<file path="src/rtl/intc_pkg.sv">
package intc_pkg;
  // word offsets inside a bank window
  localparam int unsigned REG_STAT = 0;
  localparam int unsigned REG_RAW  = 1;
  localparam int unsigned REG_EN   = 2;
  localparam int unsigned REG_DIS  = 3;
  localparam int unsigned REG_CUR  = 8;
  localparam int unsigned REG_ACK  = 10;
  localparam int unsigned REG_THR  = 11;
  // offsets inside the shared window
  localparam int unsigned REG_POL  = 0;
  localparam int unsigned REG_MODE = 1;
  // address regions (top two address bits)
  localparam logic [1:0] RGN_SHARED = 2'd2;
  localparam logic [1:0] RGN_PRIO   = 2'd3;
endpackage

</file>
<file path="src/rtl/intc_src_cond.sv">
module intc_src_cond #(
  parameter int unsigned N_SRC = 32,
  parameter int unsigned N_BANK = 2,
  localparam int unsigned IW = $clog2(N_SRC)
) (
  input  logic                         clk_i,
  input  logic                         rst_ni,
  input  logic [N_SRC-1:0]             src_i,
  input  logic [N_SRC-1:0]             pol_i,
  input  logic [N_SRC-1:0]             sticky_i,
  input  logic [N_BANK-1:0]            ack_i,
  input  logic [N_BANK-1:0][IW-1:0]    ack_idx_i,
  output logic [N_SRC-1:0]             raw_o,
  output logic [N_SRC-1:0]             pending_o
);
  logic [N_SRC-1:0] cond, cond_q, latch_q, clr;

  assign cond  = src_i ^ ~pol_i;
  assign raw_o = cond;

  always_comb begin
    clr = '0;
    for (int b = 0; b < int'(N_BANK); b++)
      if (ack_i[b]) clr[ack_idx_i[b]] = 1'b1;
  end

  always_ff @(posedge clk_i or negedge rst_ni) begin
    if (!rst_ni) begin
      cond_q  <= '0;
      latch_q <= '0;
    end else begin
      cond_q  <= cond;
      // new edge wins over a same-cycle acknowledge
      latch_q <= ((latch_q & ~clr) | (cond & ~cond_q)) & sticky_i;
    end
  end

  assign pending_o = (sticky_i & latch_q) | (~sticky_i & cond);

  for (genvar n = 0; n < N_SRC; n++) begin : g_chk
    assert_ack_clears_R9: assert property (@(posedge clk_i) disable iff (!rst_ni)
      (clr[n] && sticky_i[n] && !(cond[n] && !cond_q[n])) |=> !latch_q[n]);
  end
endmodule

</file>
<file path="src/rtl/intc_arb.sv">
module intc_arb #(
  parameter int unsigned N_SRC = 32,
  parameter int unsigned PRIO_W = 4,
  localparam int unsigned IW = $clog2(N_SRC)
) (
  input  logic [N_SRC-1:0]             req_i,
  input  logic [N_SRC-1:0][PRIO_W-1:0] prio_i,
  output logic [IW-1:0]                idx_o,
  output logic                         any_o
);
  logic [PRIO_W-1:0] best_p;

  // strict less-than keeps the lowest index on ties
  always_comb begin
    any_o  = 1'b0;
    best_p = '1;
    idx_o  = '0;
    for (int i = 0; i < int'(N_SRC); i++) begin
      if (req_i[i] && (!any_o || prio_i[i] < best_p)) begin
        any_o  = 1'b1;
        best_p = prio_i[i];
        idx_o  = IW'(i);
      end
    end
  end
endmodule

</file>
<file path="src/rtl/intc_bank.sv">
module intc_bank #(
  parameter int unsigned N_SRC = 32,
  parameter int unsigned PRIO_W = 4,
  parameter int unsigned DATA_W = 32,
  localparam int unsigned IW = $clog2(N_SRC)
) (
  input  logic                         clk_i,
  input  logic                         rst_ni,
  input  logic [N_SRC-1:0]             pending_i,
  input  logic [N_SRC-1:0][PRIO_W-1:0] prio_i,
  input  logic                         en_set_i,
  input  logic                         en_clr_i,
  input  logic                         thr_we_i,
  input  logic [DATA_W-1:0]            wdata_i,
  output logic [N_SRC-1:0]             en_o,
  output logic [PRIO_W-1:0]            thr_o,
  output logic [N_SRC-1:0]             status_o,
  output logic [IW-1:0]                cur_o,
  output logic                         any_o,
  output logic                         line_o
);
  logic [N_SRC-1:0]  en_q;
  logic [PRIO_W-1:0] thr_q;

  always_ff @(posedge clk_i or negedge rst_ni) begin
    if (!rst_ni) begin
      en_q   <= '0;
      thr_q  <= '1;
      line_o <= 1'b0;
    end else begin
      if (en_set_i) en_q <= en_q | wdata_i[N_SRC-1:0];
      else if (en_clr_i) en_q <= en_q & ~wdata_i[N_SRC-1:0];
      if (thr_we_i) thr_q <= wdata_i[PRIO_W-1:0];
      line_o <= any_o;
    end
  end

  always_comb
    for (int n = 0; n < int'(N_SRC); n++)
      status_o[n] = pending_i[n] && en_q[n] && (prio_i[n] <= thr_q);

  intc_arb #(.N_SRC(N_SRC), .PRIO_W(PRIO_W)) u_arb (
    .req_i (status_o),
    .prio_i(prio_i),
    .idx_o (cur_o),
    .any_o (any_o)
  );

  assign en_o  = en_q;
  assign thr_o = thr_q;

  assert_cur_qualified_R5: assert property (@(posedge clk_i) disable iff (!rst_ni)
    any_o |-> status_o[cur_o]);
  assert_cur_below_thr_R6: assert property (@(posedge clk_i) disable iff (!rst_ni)
    any_o |-> (prio_i[cur_o] <= thr_q));
  assert_enable_set_R3: assert property (@(posedge clk_i) disable iff (!rst_ni)
    en_set_i |=> ((en_q & $past(wdata_i[N_SRC-1:0])) == $past(wdata_i[N_SRC-1:0])));
  assert_disable_clear_R3: assert property (@(posedge clk_i) disable iff (!rst_ni)
    (en_clr_i && !en_set_i) |=> ((en_q & $past(wdata_i[N_SRC-1:0])) == '0));
  assert_line_rise_R11: assert property (@(posedge clk_i) disable iff (!rst_ni)
    $rose(line_o) |-> $past(status_o != '0));
endmodule

</file>
<file path="src/rtl/dual_bank_intc.sv">
module dual_bank_intc
  import intc_pkg::*;
#(
  parameter int unsigned N_SRC  = 32,
  parameter int unsigned PRIO_W = 4,
  parameter int unsigned ADDR_W = 8,
  parameter int unsigned DATA_W = 32
) (
  input  logic              clk_i,
  input  logic              rst_ni,
  input  logic [N_SRC-1:0]  src_i,
  input  logic              rd_i,
  input  logic              wr_i,
  input  logic [ADDR_W-1:0] addr_i,
  input  logic [DATA_W-1:0] wdata_i,
  output logic [DATA_W-1:0] rdata_o,
  output logic              irq_o,
  output logic              fiq_o
);
  localparam int unsigned IW     = $clog2(N_SRC);
  localparam int unsigned N_BANK = 2;
  localparam int unsigned OFF_W  = ADDR_W - 2;

  logic [1:0]       region;
  logic [OFF_W-1:0] off;
  assign region = addr_i[ADDR_W-1 -: 2];
  assign off    = addr_i[OFF_W-1:0];

  logic [N_SRC-1:0]             pol_q, sticky_q, raw_w, pending_w;
  logic [N_SRC-1:0][PRIO_W-1:0] prio_q;

  logic [N_BANK-1:0][N_SRC-1:0]  en_w, status_w;
  logic [N_BANK-1:0][PRIO_W-1:0] thr_w;
  logic [N_BANK-1:0][IW-1:0]     cur_w;
  logic [N_BANK-1:0]             any_w, line_w, ack_w;

  always_ff @(posedge clk_i or negedge rst_ni) begin
    if (!rst_ni) begin
      pol_q    <= '0;
      sticky_q <= '0;
      prio_q   <= '0;
    end else if (wr_i) begin
      if (region == RGN_SHARED && off == OFF_W'(REG_POL))  pol_q    <= wdata_i[N_SRC-1:0];
      if (region == RGN_SHARED && off == OFF_W'(REG_MODE)) sticky_q <= wdata_i[N_SRC-1:0];
      for (int n = 0; n < int'(N_SRC); n++)
        if (region == RGN_PRIO && off == OFF_W'(n)) prio_q[n] <= wdata_i[PRIO_W-1:0];
    end
  end

  intc_src_cond #(.N_SRC(N_SRC), .N_BANK(N_BANK)) u_cond (
    .clk_i    (clk_i),
    .rst_ni   (rst_ni),
    .src_i    (src_i),
    .pol_i    (pol_q),
    .sticky_i (sticky_q),
    .ack_i    (ack_w),
    .ack_idx_i(cur_w),
    .raw_o    (raw_w),
    .pending_o(pending_w)
  );

  for (genvar b = 0; b < N_BANK; b++) begin : g_bank
    logic sel;
    assign sel = (region == 2'(b));

    intc_bank #(.N_SRC(N_SRC), .PRIO_W(PRIO_W), .DATA_W(DATA_W)) u_bank (
      .clk_i    (clk_i),
      .rst_ni   (rst_ni),
      .pending_i(pending_w),
      .prio_i   (prio_q),
      .en_set_i (wr_i && sel && off == OFF_W'(REG_EN)),
      .en_clr_i (wr_i && sel && off == OFF_W'(REG_DIS)),
      .thr_we_i (wr_i && sel && off == OFF_W'(REG_THR)),
      .wdata_i  (wdata_i),
      .en_o     (en_w[b]),
      .thr_o    (thr_w[b]),
      .status_o (status_w[b]),
      .cur_o    (cur_w[b]),
      .any_o    (any_w[b]),
      .line_o   (line_w[b])
    );

    assign ack_w[b] = rd_i && sel && off == OFF_W'(REG_ACK) && any_w[b];
  end

  always_comb begin
    rdata_o = '0;
    case (region)
      RGN_SHARED: begin
        if (off == OFF_W'(REG_POL))  rdata_o = DATA_W'(pol_q);
        if (off == OFF_W'(REG_MODE)) rdata_o = DATA_W'(sticky_q);
      end
      RGN_PRIO: begin
        if (int'(off) < int'(N_SRC)) rdata_o = DATA_W'(prio_q[off[IW-1:0]]);
      end
      default: begin
        case (int'(off))
          REG_STAT:         rdata_o = DATA_W'(status_w[region[0]]);
          REG_RAW:          rdata_o = DATA_W'(raw_w);
          REG_EN:           rdata_o = DATA_W'(en_w[region[0]]);
          REG_CUR, REG_ACK: rdata_o = DATA_W'(cur_w[region[0]]);
          REG_THR:          rdata_o = DATA_W'(thr_w[region[0]]);
          default:          rdata_o = '0;
        endcase
      end
    endcase
  end

  assign irq_o = line_w[0];
  assign fiq_o = line_w[1];
endmodule

</file>
<file path="config.mk">
export PLATFORM = sky130hd
export DESIGN_NAME = dual_bank_intc
export DESIGN_NICKNAME = d
export VERILOG_FILES = /design/src/rtl/intc_pkg.sv /design/src/rtl/intc_src_cond.sv /design/src/rtl/intc_arb.sv /design/src/rtl/intc_bank.sv /design/src/rtl/dual_bank_intc.sv
export SDC_FILE = /design/constraint.sdc
export NUM_CORES = 1
export LEC_CHECK = 0
export BUFFER_PORTS_ARGS = -buffer_cell sky130_fd_sc_hd__buf_2
export CORE_UTILIZATION = 45
export DETAILED_ROUTE_END_ITERATION = 8
export GPL_TIMING_DRIVEN = 0
export REMOVE_ABC_BUFFERS = 1
export SKIP_LAST_GASP = 1
export SYNTH_ARGS = -nofsm -noshare
export SYNTH_HDL_FRONTEND = slang
export SYNTH_SLANG_ARGS = --single-unit
</file>
<file path="constraint.sdc">
create_clock -name clk_i -period 52.5 [get_ports clk_i]
set_input_delay 2.625 -clock clk_i [delete_from_list [all_inputs] [get_ports clk_i]]
set_output_delay 2.625 -clock clk_i [all_outputs]
set_load 0.005 [all_outputs]
</file>
Yosys cells after proc, flatten, opt, wreduce, memory -nomap -nowiden
Cells that the tools add are included.
Word-level totals
  input bits: 76
  output and inout port bits: 34
  word-level logic and storage cells: 843
  flip-flop bits (word level): 330
Cells by class
  mux-type cells: 213
  eq/ne operators: 34
  bitwise gates (word level): 18
  $lt $le $gt $ge: 133
  reductions and logical operators: 403
Operator list (count)
  $mux 32: 12
  $mux 5: 62
  $mux 4: 66
  $le 4x4->1: 64
  $lt 4x4->1: 62
  $logic_and 1x1->1: 240
  $and 32x32->32: 7
  $not 32->32: 5
  $or 32x32->32: 5
  $pmux 32 s5: 1
  $eq 6x5->1 const B: 16
  $mux 1: 68
  $reduce_and 2->1: 34
  $pmux 32 s2: 1
  $logic_not 1->1: 62
  $logic_or 1x1->1: 62
  $eq 6x4->1 const B: 8
  $xor 32x32->32: 1
  $eq 6x3->1 const B: 4
  $bmux 4 s5: 1
  $lt 5x6->1 const B: 3
  $eq 6x2->1 const B: 2
  $demux 1 s5: 2
  $ge 5x1->1 const B: 2
  other kinds (9): 11

Depth between registers and ports, before layout
Gate-level depths: netlist of the first run.
  depth after elaboration: 142
  gate-level depth with buffers: 268
  depth with buffers taken out: 259

Hierarchy
A second synthesis of the first run with hierarchy kept.
Second synthesis, totals
  cells, all modules: 4426
  area total of the unflattened synthesis: 37803.8 µm²
Modules (own cells, without submodules)
  dual_bank_intc: area an instance 10473.8 µm², sequential area each 4804.6 µm², cells each 821, instances 1
  intc_bank: area an instance 4511.8 µm², sequential area each 930.9 µm², cells each 469, instances 2
  intc_arb at g_bank[1].u_bank.u_arb: area an instance 7698.6 µm², sequential area each 0.0 µm², cells each 1186, instances 1
  intc_arb at g_bank[0].u_bank.u_arb: area an instance 7504.7 µm², sequential area each 0.0 µm², cells each 1163, instances 1
  intc_src_cond: area an instance 3103.0 µm², sequential area each 1601.5 µm², cells each 318, instances 1

Worst setup path after synthesis of the first run
Ideal clock, no wire load.
  kind: in2out
  start point: input src_i[0]
  end point: output rdata_o[4]
  path buffers: 9
  required time: 49875 ps
  setup slack: 3796 ps
  cell stages on the path: 251
  data arrival time: 46079 ps
  cells stage by stage: xor2_2 -> o21ai_1 -> and2_1 -> nand2_1 -> nor2_1 -> ha_1 -> o21ai_1 -> o31a_1 -> o311ai_4 -> nor2_1 -> a21oi_1 -> inv_1 -> ha_1 -> nand2_1 -> nor2_1 -> o211ai_1 -> o221a_2 -> o31ai_2 -> (+215 left out) -> a21o_1 -> a21oi_1 -> and2_1 -> a311oi_2 -> or2_2 -> clkbuf_1 -> mux2_2 -> ha_1 -> a21o_1 -> a21o_1 -> a21oi_1 -> a21oi_1 -> nor2_1 -> o311a_1 -> a21oi_1 -> nand2_1 -> o31ai_1 -> o221ai_1
Between the ends
  longest elaborated chain between the ends: 134
  elaborated cells on any way between the ends: 441
  classes of those cells: 62 x order compare; 186 x mux; 3 x bitwise; 190 x reduce/logical
RTL lines
  from (decl): RTL line dual_bank_intc.sv:11  | input logic [N_SRC-1:0] src_i,
  $xor 32x32->32 (*): RTL line intc_src_cond.sv:18  | assign cond = src_i ^ ~pol_i;
  $and 32x32->32 (*): RTL line intc_src_cond.sv:38  | assign pending_o = (sticky_i & latch_q) | (~sticky_i & cond);
  $or 32x32->32 (*): RTL line intc_src_cond.sv:38
  $logic_and 1x1->1 (2 in a row): RTL line intc_bank.sv:40  | status_o[n] = pending_i[n] && en_q[n] && (prio_i[n] <= thr_q);
  $mux 4 or $mux 1 (tied branches): RTL line intc_arb.sv:19  | if (req_i[i] && (!any_o || prio_i[i] < best_p)) begin
  $lt 4x4->1 or $logic_not 1->1 (tied branches): RTL line intc_arb.sv:19
  $logic_or 1x1->1: RTL line intc_arb.sv:19
  $logic_and 1x1->1: RTL line intc_arb.sv:19
  (+116 left out)
  $mux 4 or $mux 1 (tied branches): RTL line intc_arb.sv:19
  $lt 4x4->1 or $logic_not 1->1 (tied branches): RTL line intc_arb.sv:19
  $logic_or 1x1->1: RTL line intc_arb.sv:19
  $logic_and 1x1->1: RTL line intc_arb.sv:19
  $mux 5: RTL line intc_arb.sv:19
  $mux 5 (not written as such) (*) (2 in a row): RTL line dual_bank_intc.sv:101  | REG_CUR, REG_ACK: rdata_o = DATA_W'(cur_w[region[0]]);
  $pmux 32 s5 (*): RTL line dual_bank_intc.sv:97  | case (int'(off))
  $pmux 32 s2 (*): RTL line dual_bank_intc.sv:88  | case (region)
  to (decl): RTL line dual_bank_intc.sv:16  | output logic [DATA_W-1:0] rdata_o,
Every way passes the cells marked *; elsewhere a longest branch is shown, timed or not. The select of a mux whose other input is x is not followed.

Worst setup path in the final report of the first run
  start point: input src_i[0]
  end point: output rdata_o[2]
Same word-level chain as after synthesis.

==> results.sh, run 1 <==
export IMPL_die_w_um=278.4
export IMPL_dieArea_um2=77520
export IMPL_start_util_pct=45.81
export IMPL_ioPinCount=110
export IMPL_grtUsageTotal_pct=33.81
export IMPL_power_density_nw_per_um2=26.16
export IMPL_p_leak_nw=18.18
export IMPL_dp_hpwl_um=97060
export IMPL_syn_inst=3999
export IMPL_cp_startpoint="src_i[0]"
export IMPL_syn_avg_cell_area_um2=8.599
export IMPL_cpMostUsedCell="ha_1"
export IMPL_vias=33692
export IMPL_internal_power_mw=0.6077
export IMPL_syn_cell_area_um2=34390
export IMPL_synth_top_cells_by_area="dfrtp_1 23%, ha_1 14%, mux2_2 6.7%, o21ai_0 4.4%, nand2_1 4.0%"
export IMPL_final_nets=4575
export IMPL_synthArstFlopShare_pct=100.0
export IMPL_max_slew_margin_pct=-0.2932
export IMPL_cp_max_fo=8
export IMPL_yosysTopAreaCell="dfrtp_1"
export IMPL_synthTopCellsByCount="384 x ha_1, 363 x nand2_1, 322 x dfrtp_1, 302 x o21ai_0, 252 x a21oi_1"
export IMPL_violations="max-slew violations"
export IMPL_drt_iter0_drc=3495
export IMPL_fin_skew_ps=18.81
export IMPL_setup_viol=0
export IMPL_drv_cap=0
export IMPL_worstSetupEndpointType="primary output"
export IMPL_drive_above_1_share_pct=18.48
export IMPL_core_area_um2=75070
export IMPL_period_needed_ps=50480
export IMPL_clkLatencyLatePin_ps=610
export IMPL_overflow=0
export IMPL_fp_row_count=100
export IMPL_root_buffer="clkbuf_16"
export IMPL_yosysSeqAreaShare_pct=24.04
export IMPL_timing_rr_start="g_bank[0].u_bank.thr_o[2]$_DFFE_PN1P_"
export IMPL_cts_buffers=41
export IMPL_tightest_slew_ps=1504
export IMPL_h_tree_depth=2
export IMPL_critPathLaunchType="primary input"
export IMPL_path_clk_slew_ps=60
export IMPL_regToRegSetupSlack_ps=4640
export IMPL_dr_pass1_iters=8
export IMPL_drc=0
export IMPL_slowest_stage="o41a_4"
export IMPL_irDropWorstVdd_mv=0.02491
export IMPL_swShare_pct=40.15
export IMPL_hold_path_class="reg2reg"
export IMPL_cts_tree="yes"
export IMPL_place_congestion=0.9461
export IMPL_finalCritPeriodShare_pct=96.15
export IMPL_critPathKind="in2out"
export IMPL_ant_nets=0
export IMPL_hold_viol_final=0
export IMPL_grt_pass1_wl_um=199600
export IMPL_synthToLayoutAreaGrowth_pct=12.87
export IMPL_grt_max_degree=104
export IMPL_r2r_end="u_cond.latch_q[13]$_DFF_PN0_"
export IMPL_grt_antenna_before_repair=4
export IMPL_ys_flop_type="dfrtp_1"
export IMPL_arrival_ps=47850
export IMPL_pwr_share_clk_pct=29.2
export IMPL_status="finished, violations left"
export IMPL_avgViaCountPerCell=6.587
export IMPL_holdPathStages=2
export IMPL_design_area_um2=38810
export IMPL_slew_viol_final=35
export IMPL_synth_most_common_cell="ha_1"
export IMPL_yosysTopAreaCellShare_pct=23.43
export IMPL_io_buffers=109
export IMPL_p_sw_mw=0.4078
export IMPL_post_route_util_pct=51.70
export IMPL_die_h_um=278.4
export IMPL_nFillCells=7124
export IMPL_grt_pass1_vias=31414
export IMPL_avgRoutedWirePerCell_um=26.31
export IMPL_power_frac_comb_pct=41.5
export IMPL_synth_edf_count=0
export IMPL_crit_path_end="rdata_o[2]"
export IMPL_max_freq_mhz=19.81
export IMPL_placedInstanceArea_um2=36260
export IMPL_clk_path_buf_depth=3
export IMPL_reg2regPathDepth=247
export IMPL_clock_sinks=330
export IMPL_pwr_share_seq_pct=29.3
export IMPL_wl_um=134600
export IMPL_synth_warnings=0
export IMPL_synth_distinct_cells=128
export IMPL_max_stage_delay_ps=490
export IMPL_synth_seq_cells=330
export IMPL_worstPathRequired_ps=49880
layout make-up:
class	instances	area, um2	share of cell area, %
inverter	244	915.9	2.360
sequential	330	8272	21.31
multi-input combinational	3286	25410	65.47
clock buffer	60	1167	3.008
clock inverter	12	171.4	0.4416
antenna	2	5.005	0.01289
timing repair buffer	212	1659	4.275
tap	969	1212	3.124
metrics by stage:
| step | worst slack [ps] | total power, mW | instances | TNS (ps) | hold WS, ps |
|---|---|---|---|---|---|
| 6_report | 2020 | 1.016 | 5115 | 0 | 484.7 |
| 5_1_grt | -341.0 | 1.070 | 5114 | -1357 | 517.8 |
| 4_1_cts | 2.697 | 0.9922 | 5064 | 0 | 481.2 |
| 3_5_place_dp | -6324 | 0.6907 | 4971 | -148630 | 486.9 |
| 3_3_place_gp | -6036 | 0.6814 | 4938 | -134390 | 473.2 |
| 2_1_floorplan | 3498 | 0.5679 | 3860 | 0 | 462.7 |
how the worst min path moves through the flow:
| stage | start | endpoint | slack [ps] |
|---|---|---|---|
| 6_report | u_cond.cond_q[1]$_DFF_PN0_ | u_cond.latch_q[1]$_DFF_PN0_ | 480 |
| 5_1_grt | u_cond.cond_q[20]$_DFF_PN0_ | u_cond.latch_q[20]$_DFF_PN0_ | 520 |
| 4_1_cts | u_cond.cond_q[1]$_DFF_PN0_ | u_cond.latch_q[1]$_DFF_PN0_ | 480 |
| 3_5_place_dp | u_cond.cond_q[1]$_DFF_PN0_ | u_cond.latch_q[1]$_DFF_PN0_ | 490 |
| 3_3_place_gp | u_cond.cond_q[25]$_DFF_PN0_ | u_cond.latch_q[25]$_DFF_PN0_ | 470 |
| 2_1_floorplan | u_cond.cond_q[1]$_DFF_PN0_ | u_cond.latch_q[1]$_DFF_PN0_ | 460 |
worst max-delay path: cells and delay by family:
kind | cells | cell delay (ps)
AO/OA/AOI/OAI | 93 | 18110
AND/OR/NAND/NOR | 78 | 10990
adder cells (fa/ha/maj) | 31 | 9000
multiplexers | 17 | 4540
buffers and inverters | 25 | 2240
XOR/XNOR | 1 | 210
logic make-up (layout without fill, tap and decap cells):
group                    after synthesis  count (layout)  synth area share [%]
other                                  0               2                     0
buffers and inverters                383             528                 4.294
flip-flops                           330             330                 24.04
XOR/XNOR                              52              52                 1.445
adder cells (fa/ha/maj)              400             400                 14.44
AO/OA/AOI/OAI                       1270            1270                 25.66
multiplexers                         362             362                 12.90
AND/OR/NAND/NOR                     1202            1202                 17.22
repair_timing:
action                                  4_1_cts  5_1_grt
endpoints found under the hold margin         0        0
pin swaps                                    19       43
hold buffers                                  0        0
gates resized for setup                      54      109
buffers inserted                             21       49
endpoints found under the setup margin       37       37
power groups by stage:
stage | sequential (mW) | combinational (mW) | clock, mW
4_1_cts | 0.297 | 0.397 | 0.299
6_report | 0.298 | 0.421 | 0.296
3_3_place_gp | 0.301 | 0.381 | 0
5_1_grt | 0.300 | 0.464 | 0.307
2_1_floorplan | 0.289 | 0.279 | 0
3_5_place_dp | 0.301 | 0.390 | 0
placed cells by master, fill, tap and decap left out, drive strengths merged, types with 54 or more instances in the layout:
master  instances
ha            384
nand2         366
o21ai         324
dfrtp         322
a21oi         253
nor2          247
inv           244
buf           212
mux2          211
nand3         116
mux2i         111
nand2b        100
nor2b          99
o22ai          69
a22o           67
nor3           60
clkbuf         60
a41o           54
layer usage:
metal  vias to the layer above  GRT usage (%)  wire length (um)
met4                         4          17.13              7281
met1                     16494          45.85             57420
met5                         -              0                22
met2                      1515          51.94             58990
met3                       335          5.406             10860
li1                      15344              -                 -
Note: power is estimated with default switching activity, not from simulation.
==> run 2: changes to the inputs <==
--- a/config.mk
+++ b/config.mk
@@ -6,6 +6,7 @@
 export NUM_CORES = 1
 export LEC_CHECK = 0
 export BUFFER_PORTS_ARGS = -buffer_cell sky130_fd_sc_hd__buf_2
+export CORE_MARGIN = 4
 export CORE_UTILIZATION = 45
 export DETAILED_ROUTE_END_ITERATION = 8
 export GPL_TIMING_DRIVEN = 0
==> constraint.sdc (replaced) <==
create_clock -name clk_i -period 45.2 [get_ports clk_i]
set_input_delay 2.26 -clock clk_i [delete_from_list [all_inputs] [get_ports clk_i]]
set_output_delay 2.26 -clock clk_i [all_outputs]
set_load 0.005 [all_outputs]
==> run 2 against run 1 <==
  * The flow finishes with violations (negative setup slack)
  * Via count up 4.7%
  * Cell count up 5.5%
  * Largest cell class unchanged
  * Highest routed layer unchanged
  * Critical path depth up 5
  * Clock skew up 18 ps
  * Flip-flop and latch count unchanged
  * Clock power up 25%
  * Die area up 4.4%
==> results.sh, run 2 (synthesis gave the netlist of run 1 again) <==
export IMPL_status="finished, violations left"
export IMPL_violations="negative setup slack"
export IMPL_critPathLaunchType="primary input"
export IMPL_cts_tree="yes"
export IMPL_fp_row_count=101
export IMPL_avgViaCountPerCell=6.537
export IMPL_cp_max_fo=5
export IMPL_dp_hpwl_um=98210
export IMPL_hold_viol_final=0
export IMPL_slew_viol_final=0
export IMPL_core_area_um2=75820
export IMPL_design_area_um2=42830
export IMPL_critPathKind="in2out"
export IMPL_power_density_nw_per_um2=31.06
export IMPL_cpMostUsedCell="ha_4"
export IMPL_drc=0
export IMPL_die_w_um=284.4
export IMPL_ff_latch_area_um2=8275
export IMPL_final_nets=4838
export IMPL_grt_setup_unrepaired="yes"
export IMPL_max_freq_mhz=21.84
export IMPL_power_frac_comb_pct=45.9
export IMPL_ant_nets=0
export IMPL_place_congestion=0.9455
export IMPL_worstPathRequired_ps=42940
export IMPL_avgRoutedWirePerCell_um=26.05
export IMPL_ioPinCount=110
export IMPL_max_slew_margin_pct=9.272
export IMPL_io_buffers=109
export IMPL_hold_path_class="reg2reg"
export IMPL_h_tree_depth=2
export IMPL_multi_input_area_um2=27100
export IMPL_pwr_share_clk_pct=27.9
export IMPL_path_clk_slew_ps=60
export IMPL_swShare_pct=39.75
export IMPL_period_needed_ps=45790
export IMPL_clk_path_buf_depth=3
export IMPL_dieArea_um2=80900
export IMPL_grt_pass1_vias=33600
export IMPL_postCtsHoldBufs=0
export IMPL_worstSetupEndpointType="primary output"
export IMPL_overflow=0
export IMPL_drive_above_1_share_pct=28.80
export IMPL_pwr_share_seq_pct=26.2
export IMPL_max_stage_delay_ps=400
export IMPL_tightest_slew_ps=1361
export IMPL_crit_family="compound AO/OA/AOI/OAI gates"
export IMPL_synthToLayoutAreaGrowth_pct=24.56
export IMPL_drv_cap=0
export IMPL_whs_ps=479.0
export IMPL_p_sw_mw=0.5289
export IMPL_dr_pass1_iters=6
export IMPL_internal_power_mw=0.8014
export IMPL_start_util_pct=45.35
export IMPL_placedInstanceArea_um2=36450
export IMPL_grt_pass1_wl_um=207400
export IMPL_final_cell_mix="349 x ha_1, 327 x nand2_1, 323 x buf_4, 322 x dfrtp_1, 259 x o21ai_0"
export IMPL_grt_max_degree=106
export IMPL_vias=35282
export IMPL_critPathBufInv=29
export IMPL_root_buffer="clkbuf_16"
export IMPL_drt_iter0_drc=3401
export IMPL_finalCritPeriodShare_pct=101.3
export IMPL_clkLatencyLatePin_ps=630
export IMPL_wl_um=140600
export IMPL_grt_antenna_before_repair=7
export IMPL_fin_skew_ps=36.55
export IMPL_die_h_um=284.4
export IMPL_clock_sinks=330
export IMPL_irDropWorstVdd_mv=0.03322
export IMPL_setup_viol=5
export IMPL_fin_ws_ps=-590.9
export IMPL_cts_buffers=44
export IMPL_slowest_stage="or3b_4"
export IMPL_p_leak_nw=19.78
export IMPL_arrival_ps=43530
export IMPL_nFillCells=6733
export IMPL_layout_commonest_cell="ha_1"
export IMPL_grtUsageTotal_pct=33.05
[run 2: changes by cell type in the layout (fill, tap and decap cells not counted), moves of 17 or more]
cell / delta
buf_4: +242
a21oi_1: -35
a21oi_2: +22
ha_4: +29
nor2_1: -28
o21ai_0: -27
ha_1: -31
nand2_1: -24
inv_2: +17
inv_1: -20
[run 2: final timing paths]
| check | cells after the start | to | slack, ps | from |
|---|---|---|---|---|
| worst max-delay path | 250 | rdata_o[4] | -590 | src_i[0] |
| worst min-delay path | 2 | u_cond.latch_q[25]$_DFF_PN0_ | 480 | u_cond.cond_q[25]$_DFF_PN0_ |
| worst max register to register | 253 | u_cond.latch_q[12]$_DFF_PN0_ | 980 | g_bank[0].u_bank.thr_o[3]$_DFFE_PN1P_ |
| worst min register to register | 2 | u_cond.latch_q[25]$_DFF_PN0_ | 480 | u_cond.cond_q[25]$_DFF_PN0_ |
| max in group asynchronous | 2 | prio_q[8]$_DFFE_PN0P_ | 42660 | rst_ni |
| min in group asynchronous | 1 | sticky_q[21]$_DFFE_PN0P_ | 1550 | rst_ni |
[run 2: per-stage QoR]
| stage | util, % | TNS, ps | cells | setup slack, ps | total power [mW] |
|---|---|---|---|---|---|
| after floorplan | - | -48570 | 3860 | -3072 | 0.6596 |
| after global placement | 46.95 | -398110 | 4947 | -12830 | 0.7908 |
| after detailed placement | 48.07 | -400950 | 4985 | -12810 | 0.7997 |
| after CTS | 54.35 | -17.42 | 5300 | -17.42 | 1.260 |
| after global routing | 56.48 | -15320 | 5394 | -1986 | 1.400 |
| final | 56.49 | -2868 | 5397 | -590.9 | 1.330 |
[run 2: power groups by stage]
stage               registers (mW)  logic, mW  clock network, mW
finish                       0.348      0.611              0.371
global route                 0.350      0.664              0.386
CTS                          0.346      0.539              0.375
detailed placement           0.350      0.450                  0
global placement             0.349      0.441                  0
floorplan                    0.335      0.324                  0
[run 2: area by class of cell]
type / instances / share of cell area (%)
clock buffer: 58 / 2.787
multi-input combinational: 3286 / 63.26
sequential: 330 / 19.32
tap: 978 / 2.857
antenna: 6 / 0.03505
clock inverter: 23 / 0.6748
timing repair buffer: 472 / 8.907
inverter: 244 / 2.156
[run 2: worst reg2reg max path, delay by kind of cell (launching register included)]
kind | cells | cell delay [ps]
AO/OA/AOI/OAI | 97 | 17510
AND/OR/NAND/NOR | 77 | 10570
adder cells (fa/ha/maj) | 32 | 8350
multiplexers | 16 | 4250
buffers and inverters | 31 | 2920
flip-flops | 1 | 550
[run 2: timing repair]
action | in CTS | in global routing
endpoints found under the setup margin | 37 | 37
gates resized for setup | 351 | 199
buffers inserted | 234 | 91
pin swaps | 168 | 175
[run 2: metal layers]
layer	global-route usage [%]	part of all wire [%]	routed length [um]	up-vias
met5	0	0.024	34	-
met4	18.33	6.5	9089	6
met3	5.285	8.3	11620	451
met2	52.71	45	62980	1753
met1	42.88	40	56880	17182
li1	-	-	-	15890
